File: config.mk
export PLATFORM = sky130hd
export DESIGN_NAME = cyc_rms
export DESIGN_NICKNAME = d
export VERILOG_FILES = /design/src/rtl/cyc_rms.sv
export SDC_FILE = /design/constraint.sdc
export NUM_CORES = 1
export LEC_CHECK = 0
export ABC_AREA = 1
export BUFFER_PORTS_ARGS = -buffer_cell sky130_fd_sc_hd__buf_2
export CAP_MARGIN = 40
export CORE_UTILIZATION = 60
export DETAILED_ROUTE_END_ITERATION = 8
export PLACE_DENSITY_LB_ADDON = 0.15
export SLEW_MARGIN = 25
export SYNTH_ARGS = -nofsm -noshare
export SYNTH_HDL_FRONTEND = slang
export SYNTH_SLANG_ARGS = --single-unit
File: constraint.sdc
create_clock -name clk -period 9.9 [get_ports clk]
set_input_delay 1.98 -clock clk [delete_from_list [all_inputs] [get_ports clk]]
set_output_delay 1.98 -clock clk [all_outputs]
set_load 0.02 [all_outputs]
File: src/rtl/cyc_rms.sv
module cyc_rms #(
  parameter int SW    = 12,
  parameter int SPC_W = 8,
  parameter int CYC_W = 4
) (
  input  logic                 clk,
  input  logic                 rst_n,
  input  logic                 smp_vld,
  input  logic signed [SW-1:0] smp,
  input  logic                 smp_first,
  input  logic [SPC_W-1:0]     spc,
  input  logic [CYC_W-1:0]     ncyc,
  output logic [SW-1:0]        rms,
  output logic                 rms_vld,
  output logic                 resync_err
);
  localparam int NMAX = ((1 << SPC_W) - 1) * ((1 << CYC_W) - 1);
  localparam int NW   = $clog2(NMAX + 1);
  localparam int ACCW = 2 * SW + NW;
  localparam int MW   = 2 * SW;
  localparam int DCW  = $clog2(ACCW);
  localparam int BW   = $clog2(SW);
  localparam int LGW  = $clog2(NW);

  typedef enum logic [1:0] {C_IDLE, C_DIV, C_ROOT} cst_t;

  logic             armed;
  logic [ACCW-1:0]  acc;
  logic [NW-1:0]    cnt;
  logic [SPC_W-1:0] pos;

  logic [NW-1:0]    nwin;
  logic signed [MW-1:0] sx, sqs;
  logic [ACCW-1:0]  acc_n;
  logic [NW-1:0]    cnt_n;
  logic [SPC_W-1:0] pos_inc, pos_n;
  logic             restart, take, close, pow2;
  logic [LGW-1:0]   lg;

  assign nwin    = NW'(spc) * NW'(ncyc);
  assign sx      = {{SW{smp[SW-1]}}, smp};
  assign sqs     = sx * sx;
  assign restart = smp_vld && smp_first && (!armed || pos != '0);
  assign take    = smp_vld && (armed || smp_first);
  assign acc_n   = (restart ? '0 : acc) + ACCW'(unsigned'(sqs));
  assign cnt_n   = (restart ? '0 : cnt) + 1'b1;
  assign pos_inc = (restart ? '0 : pos) + 1'b1;
  assign pos_n   = (pos_inc == spc) ? '0 : pos_inc;
  assign close   = take && (cnt_n == nwin);
  assign pow2    = (nwin & (nwin - 1'b1)) == '0;

  always_comb begin
    lg = '0;
    for (int i = 0; i < NW; i++)
      if (nwin[i]) lg = LGW'(i);
  end

  always_ff @(posedge clk) begin
    if (!rst_n) begin
      armed      <= 1'b0;
      acc        <= '0;
      cnt        <= '0;
      pos        <= '0;
      resync_err <= 1'b0;
    end else if (take) begin
      armed <= 1'b1;
      if (restart && armed) resync_err <= 1'b1;
      if (close) begin
        acc <= '0;
        cnt <= '0;
        pos <= '0;
      end else begin
        acc <= acc_n;
        cnt <= cnt_n;
        pos <= pos_n;
      end
    end
  end

  cst_t            st;
  logic [ACCW-1:0] q;
  logic [NW-1:0]   rem, den;
  logic [DCW-1:0]  dcnt;
  logic [MW-1:0]   mean;
  logic [SW-1:0]   root;
  logic [BW-1:0]   bitk;

  logic [NW:0]     rem_s;
  logic            ge;
  logic [SW-1:0]   trial, root_n;
  logic [MW-1:0]   tsq;

  assign rem_s  = {rem, q[ACCW-1]};
  assign ge     = rem_s >= {1'b0, den};
  assign trial  = root | (SW'(1) << bitk);
  assign tsq    = MW'(trial) * MW'(trial);
  assign root_n = (tsq <= mean) ? trial : root;

  always_ff @(posedge clk) begin
    if (!rst_n) begin
      st      <= C_IDLE;
      q       <= '0;
      rem     <= '0;
      den     <= '0;
      dcnt    <= '0;
      mean    <= '0;
      root    <= '0;
      bitk    <= '0;
      rms     <= '0;
      rms_vld <= 1'b0;
    end else begin
      rms_vld <= 1'b0;
      if (close) begin
        if (pow2) begin
          mean <= MW'(acc_n >> lg);
          root <= '0;
          bitk <= BW'(SW - 1);
          st   <= C_ROOT;
        end else begin
          q    <= acc_n;
          rem  <= '0;
          den  <= nwin;
          dcnt <= DCW'(ACCW - 1);
          st   <= C_DIV;
        end
      end else begin
        case (st)
          C_DIV: begin
            q   <= {q[ACCW-2:0], ge};
            rem <= ge ? NW'(rem_s - {1'b0, den}) : NW'(rem_s);
            if (dcnt == '0) begin
              mean <= MW'({q[ACCW-2:0], ge});
              root <= '0;
              bitk <= BW'(SW - 1);
              st   <= C_ROOT;
            end else begin
              dcnt <= dcnt - 1'b1;
            end
          end
          C_ROOT: begin
            if (bitk == '0) begin
              rms     <= root_n;
              rms_vld <= 1'b1;
              st      <= C_IDLE;
            end else begin
              root <= root_n;
              bitk <= bitk - 1'b1;
            end
          end
          default: st <= C_IDLE;
        endcase
      end
    end
  end

  assert_vld_pulse_R8: assert property (@(posedge clk) disable iff (!rst_n)
    rms_vld |=> !rms_vld);
  assert_err_sticky_R9: assert property (@(posedge clk) disable iff (!rst_n)
    resync_err |=> resync_err);
  assert_no_overflow_R5: assert property (@(posedge clk) disable iff (!rst_n)
    (take && !restart) |-> (acc_n >= acc));
  assert_result_range_R5: assert property (@(posedge clk) disable iff (!rst_n)
    rms_vld |-> (rms <= SW'(1 << (SW - 1))));
  assert_count_in_window_R2: assert property (@(posedge clk) disable iff (!rst_n)
    (armed && nwin != '0) |-> (cnt < nwin));
  assert_root_after_div_R7: assert property (@(posedge clk) disable iff (!rst_n)
    (st == C_DIV && dcnt == '0 && !close) |=> (st == C_ROOT));
endmodule

# [After elaboration in Yosys (flattened, before gate mapping)]
# Cells that the tools add are included.
[totals] ff_bits=179 output_inout_bits=14 word_cells=119
[op_classes] reduce_logical=24 add_sub_neg=7 shifts=2 muxes=50 n_mul=3 bitwise_logic=6 order_cmp=2 eq_ne=10
[op_table] operator="36-bit two-way mux" count=5
[op_table] operator="12-bit two-way mux" count=11
[op_table] operator="24-bit two-way mux" count=4
[op_table] operator="4-bit two-way mux" count=14
[op_table] operator="12-bit by 12-bit multiplier with 24-bit output" count=2
[op_table] operator="36-bit by 24-bit adder with 36-bit output" count=1
[op_table] operator="36-bit by 4-bit right shift with 24-bit output" count=1
[op_table] operator="24-bit less-or-equal comparator" count=1
[op_table] operator="6-bit two-way mux" count=4
[op_table] operator="8-bit two-way mux" count=3
[op_table] operator="12-bit one-hot mux with 2 select lines" count=1
[op_table] operator="13-bit by 12-bit greater-or-equal comparator with 1-bit output" count=1
[op_table] operator="12-bit by 1-bit adder with 12-bit output, second input constant" count=1
[op_table] operator="12-bit AND" count=1
[op_table] operator="12-bit == test" count=1
[op_table] operator="12-bit zero test" count=1
[op_table] operator="8-bit by 4-bit multiplier with 12-bit output" count=1
[op_table] operator="12-bit OR" count=1
[op_table] operator="1-bit by 4-bit left shift with 12-bit output, first input constant" count=1
[op_table] operator="12-bit by 1-bit subtractor with 12-bit output, second input constant" count=1
[op_table] operator="12-bit subtractor" count=1
[op_table] operator="3-bit inequality test, second input constant" count=3
[op_table] operator="3-bit AND reduction" count=3
[op_table] operator="8-bit by 1-bit adder with 8-bit output, second input constant" count=1
[op_table] operator="other kinds (23)" count=40

# [Longest topological paths before layout]
# Gate-level depths: netlist (run 1).
[depth] depth_word=15 mapped_depth=47 mapped_depth_nobuf=45

# [Worst setup path before layout (run 1)]
# OpenSTA, ideal clock, no wires.
[synth_path] kind="input to register" start="input port smp[6]" end="register mean[21]" t_arrival_ns=8.606 path_buffers=1 slack_ns=1.182 path_stages=41 setup_ns=0.112 cell_sequence="clkbuf_1 > nand2_1 > inv_1 > fa_1 > fa_1 > inv_1 > fa_1 > inv_1 > fa_1 > inv_1 > fa_1 > inv_1 > ha_1 > inv_1 > nor3_1 > nand2_1 > nand2_1 > nand2_1 > (+5 left out) > nand2_1 > nand2_1 > a21oi_1 > xor2_1 > ha_1 > nand2_1 > nor4_1 > nand3_1 > nand3_1 > nand3_1 > xnor2_1 > nand2_1 > nand3_1 > nand3_1 > nand2_1 > nor2_1 > nor2_1 > nor2_1"
[synth_between] elab_chain_len=5
[synth_lines] element="start: declaration" line_no="9" text="input logic signed [SW-1:0] smp,"
[synth_lines] element="12-bit by 12-bit multiplier with 24-bit output" line_no="42" text="assign sqs = sx * sx;"
[synth_lines] element="36-bit by 24-bit adder with 36-bit output" line_no="45" text="assign acc_n = (restart ? '0 : acc) + ACCW'(unsigned'(sqs));"
[synth_lines] element="36-bit by 4-bit right shift with 24-bit output" line_no="115" text="mean <= MW'(acc_n >> lg);"
[synth_lines] element="24-bit two-way mux" line_no="114" text="if (pow2) begin"
[synth_lines] element="24-bit two-way mux" line_no="113" text="if (close) begin"
[synth_lines] element="end signal: assignment" line_no="115"
[synth_lines] element="end signal: assignment" line_no="132" text="mean <= MW'({q[ACCW-2:0], ge});"
[synth_lines] element="end: declaration" line_no="84" text="logic [MW-1:0] mean;"
# No other way between the ends. The select of a mux whose other input is x is not followed.
# A chain may end at the register's enable or synchronous reset.

# [Worst setup path after layout (run 1)]
[layout_path] start="input port smp[7]" end="register mean[17]"
# The elaborated chain is that of the path after synthesis.

==> results of run 1 <==
## layer usage
layer | GRT usage | part of all wire | up-vias
li1 | - | - | 10990
met1 | 0.424 | 0.44 | 10545
met2 | 0.546 | 0.48 | 693
met3 | 0.0365 | 0.055 | 114
met4 | 0.105 | 0.028 | 0
met5 | 0 | 0 | -
## path summary, 6_finish.rpt
check                           slack (ns)  startpoint       end
worst max-delay path                  0.63      smp[7]  mean[17]
worst max register to register        0.82     bitk[0]   root[3]
worst min-delay path                  0.46     acc[22]   acc[22]
worst min register to register        0.46     acc[22]   acc[22]
## sequential cells by signal, summed over array words and instances (netlist names), 6 cells and up
signal and flops:
acc 36, cnt 12, dcnt 6, den 12
mean 24, pos 8, q 36, rem 12
rms 12, root 12
## final cells by class
cell class	count	area, um2	share of cell area
diodes	2	5.00	0.000202
inverters	665	2500	0.101
clock buffers	18	429	0.0173
well taps	518	648	0.0261
flip-flops and latches	179	3580	0.144
repair buffers	73	505	0.0204
clock inverters	14	186	0.00751
multi-input cells	2587	17000	0.684
## cells by family (layout without fill, tap and decap cells)
family | Yosys count | in the layout | synth area share
mux | 2 | 2 | 0.000953
flops | 179 | 179 | 0.152
compound gates | 395 | 395 | 0.0895
buf+inv | 799 | 770 | 0.131
fa+ha+maj | 419 | 419 | 0.291
simple gates | 1671 | 1671 | 0.298
other cells | 0 | 2 | 0
xor+xnor | 100 | 100 | 0.0377
## per-stage QoR
stage,area (um2),instances,utilization
5_1_grt,24800,4056,0.641
3_5_place_dp,24200,4021,0.624
4_1_cts,24800,4053,0.640
6_report,24800,4056,0.641
2_1_floorplan,23600,3565,-
3_3_place_gp,24100,4018,0.623
## cell usage in the layout (no fill, tap or decap), drive strengths merged, types with 39 or more instances in the layout
cell and instances:
a21oi 210, buf 73, dfxtp 179, fa 218, ha 201, inv 669
nand2 917, nand3 294, nand4 65, nor2 352, o21ai 130, xnor2 39
xor2 60
## worst min-delay path: stages (launching register included)
cell	delay, ns
dfxtp_1	0.31
nand2_1	0.06
a21oi_1	0.05
==> flow_summary.ini, run 1 <==
[sta]
worst_slack_ns = 0.631
slew_headroom = 0.433
finalCritPeriodShare = 0.936
fin_skew_ns = 0.0177
tightest_slew_ns = 0.850
setup_viol = 0
rsz0062_at_grt = false
fmax_mhz = 108
setup_tns_ns = 0
fin_crit_ns = 9.27
hold_viol = 0
drv_slew = 0
holdWs_ns = 0.465

[cts]
clkSinkCount = 179
ctsRootBufferMaster = clkbuf_16
ctsHoldBuffers = 0
cts_buffers = 17
cts_buffer_depth = 2
cts_tree = built
path_clk_slew_ns = 0.07
postCtsSetupBuffers = 0
cts.repair.resized = 0
h-tree-depth = 4
worstSkewPairLatency_ns = 0.47

[routing]
final_antenna_net_count = 0
drcViolationCount = 0
first_pass_iters = 5
routed_wl_um = 62800
vias = 22342
wl_per_cell_um = 15.5
via_per_inst = 5.51
drtIter0Drc = 1741

[logic_synthesis]
syn_nets = 4012
synthDistinctLibCells = 47
synth.ff_latch_count = 179
synthesis.area_um2 = 23600
synth_common_cells = nand2_1 (909), inv_1 (656), nor2_1 (347)
postSynthAreaPerCell_um2 = 6.63
yosys_most_used_dff = dfxtp_1
synth_top_area_frac = 0.185
yosysWarnings = 0
async_reset_ff_frac = 0
ys_seq_area_frac = 0.152
yosys-top-cells-area = fa_1 (18%), dfxtp_1 (15%), nand2_1 (14%)
yosysTopAreaCell = fa_1
postSynthCellCount = 3565
synth.most_common_cell = nand2_1
synth-edff-count = 0

[die]
die_w_um = 200
core_um2 = 38700
start_util = 0.610
rows = 72
ios = 42
dieArea_um2 = 40200
die_h_um = 200

[placement]
dp_slack_ns = 0.163
dp_hpwl_um = 49500
place_congestion = 0.946
io_buffers = 41

[critical_path]
end_kind = register
crit_top_cell = nand2_1
timing.critical_path.buf_inv = 7
cp-start-kind = input pin
crit_cells = 41
required_ns = 10.30
crit_slowest_cell = fa_1
path_class = in2reg
cpPeakStageDelay_ns = 0.53
cp.arrival_ns = 9.67
crit_family = adder cells
r2r_cells = 42
crit_fanout = 14

[global_routing]
grt_pass1_wl_um = 106000
grt_max_degree = 87
grt_antenna_before_repair = 2
gr-usage-all-layers = 0.321
overflow = 0
grt_pass1_vias = 21796

[finish]
layout.nets = 3970
drive_above_1_share = 0.0427
fillCellCount = 3667
syn_to_final_growth_pct = 5.06

[min_path]
hold_class = reg2reg
hold_depth = 2

[flow_run]
max_cap_violations = 0

[run_status]
status = finished clean
Power of run 1 is not shown: default switching activity piles up to over one toggle a cycle in this logic, so the estimate is an artifact.
==> run 2: changes to the inputs <==
==> constraint.sdc (replaced) <==
create_clock -name clk -period 10.6 [get_ports clk]
set_input_delay 2.12 -clock clk [delete_from_list [all_inputs] [get_ports clk]]
set_output_delay 2.12 -clock clk [all_outputs]
set_load 0.02 [all_outputs]
==> run 2 against run 1 <==
Net effect:
- clock skew is 0.00083 ns higher
- routed wire length is 2.2% lower
- final cell count decreased by 0.17%
- setup slack better by 0.42 ns
- register-to-register slack improved by 0.23 ns
==> flow_summary.ini, run 2 (synthesis results as in run 1) <==
[routing]
drtIter0Drc = 1813
wl_met3_um = 3930
routed_wl_um = 61400
final_antenna_net_count = 0
vias = 22420
routed.top_layer = met4
drcViolationCount = 0
first_pass_iters = 8
wl_met2_um = 28800
wl_met1_um = 26800
wl_per_cell_um = 15.2
via_per_inst = 5.54

[critical_path]
cp.arrival_ns = 9.90
crit_fanout = 12
end_kind = register
required_ns = 10.95
path_class = reg2reg
cp-start-kind = register
crit_top_cell = inv_1
crit_slowest_cell = fa_1
r2r_cells = 39
cpPeakStageDelay_ns = 0.53

[min_path]
hold_depth = 2
hold_class = reg2reg

[cts]
worstSkewPairLatency_ns = 0.46
ctsHoldBuffers = 0
cts_tree = built
cts.repair.resized = 0
ctsRootBufferMaster = clkbuf_16
cts_buffer_depth = 2
cts_buffers = 17
h-tree-depth = 4
postCtsSetupBuffers = 0
path_clk_slew_ns = 0.08
clkSinkCount = 179

[finish]
layout.nets = 3965
final_common_cell = nand2_1
antenna_cells = 0
final_area_um2 = 24800
syn_to_final_growth_pct = 4.88
fillCellCount = 3599
final-seq-area_um2 = 3580
drive_above_1_share = 0.0411
mostFrequentLayoutCells = nand2_1 (909), inv_1 (655), nor2_1 (346)
multi_input_area_um2 = 17000
final_util = 0.640
top_regs = acc x36, q x36, mean x24

[global_routing]
grt_pass1_wl_um = 106000
grt_antenna_before_repair = 0
gr-usage-all-layers = 0.316
grt_max_degree = 73
overflow = 0
grt_pass1_vias = 22153

[sta]
slew_headroom = 0.489
fin_skew_ns = 0.0185
tightest_slew_ns = 0.766
fmax_mhz = 105
hold_viol = 0
drv_slew = 0
finalCritPeriodShare = 0.901
fin_crit_ns = 9.55
setup_tns_ns = 0
rsz0062_at_grt = false
setup_viol = 0
holdWs_ns = 0.466

[placement]
dp_hpwl_um = 48300
place_congestion = 0.952
io_buffers = 41
dpl_cell_area_um2 = 24200

[die]
core_um2 = 38700
ios = 42
rows = 72
dieArea_um2 = 40200
die_h_um = 200
die_w_um = 200
start_util = 0.610

[run_status]
status = finished clean

[flow_run]
max_cap_violations = 0
-- run 2: cell types whose count changed in the layout (fill, tap and decap cells not counted), moves of 2 or more --
cell and change:
buf_4 -7, inv_6 -6, inv_8 +5, bufinv_16 -2
clkinvlp_4 +2, diode_2 -2, inv_12 +2
-- run 2: critical path, delay by kind of cell, from the launching register on --
family,cells,cell delay [ns]
and+or+nand+nor,12,1.74
xor gates and xnor gates,1,0.19
DFF,1,0.36
adders and majority gates,8,3.41
buffers and inverters,6,0.77
AOI/OAI and AO/OA,12,2.97
-- run 2: area by class of cell --
class / instances / share of cell area
multi-input cells: 2587 / 0.685
flip-flops and latches: 179 / 0.145
inverters: 665 / 0.101
well taps: 518 / 0.0261
repair buffers: 68 / 0.0197
clock buffers: 18 / 0.0173
clock inverters: 14 / 0.00696
-- run 2: per-layer routing --
| metal | vias up | global-route usage |
|---|---|---|
| met1 | 10479 | 0.423 |
| met2 | 823 | 0.529 |
| met4 | 0 | 0.110 |
| met3 | 136 | 0.0385 |
| met5 | - | 0 |
| li1 | 10982 | - |
-- run 2: worst paths after layout --
path         startpoint  slack (ns)       to
max             bitk[0]        1.05  root[0]
min             acc[22]        0.47  acc[22]
max reg2reg     bitk[0]        1.05  root[0]
min reg2reg     acc[22]        0.47  acc[22]
-- run 2: per-stage QoR --
step           std cells  setup slack, ns
3_5_place_dp        4017            0.818
3_3_place_gp        4011            0.945
6_report            4049             1.05
2_1_floorplan       3565             1.74
5_1_grt             4049            0.364
4_1_cts             4049             1.10
Power of run 2 is left out for the same reason.
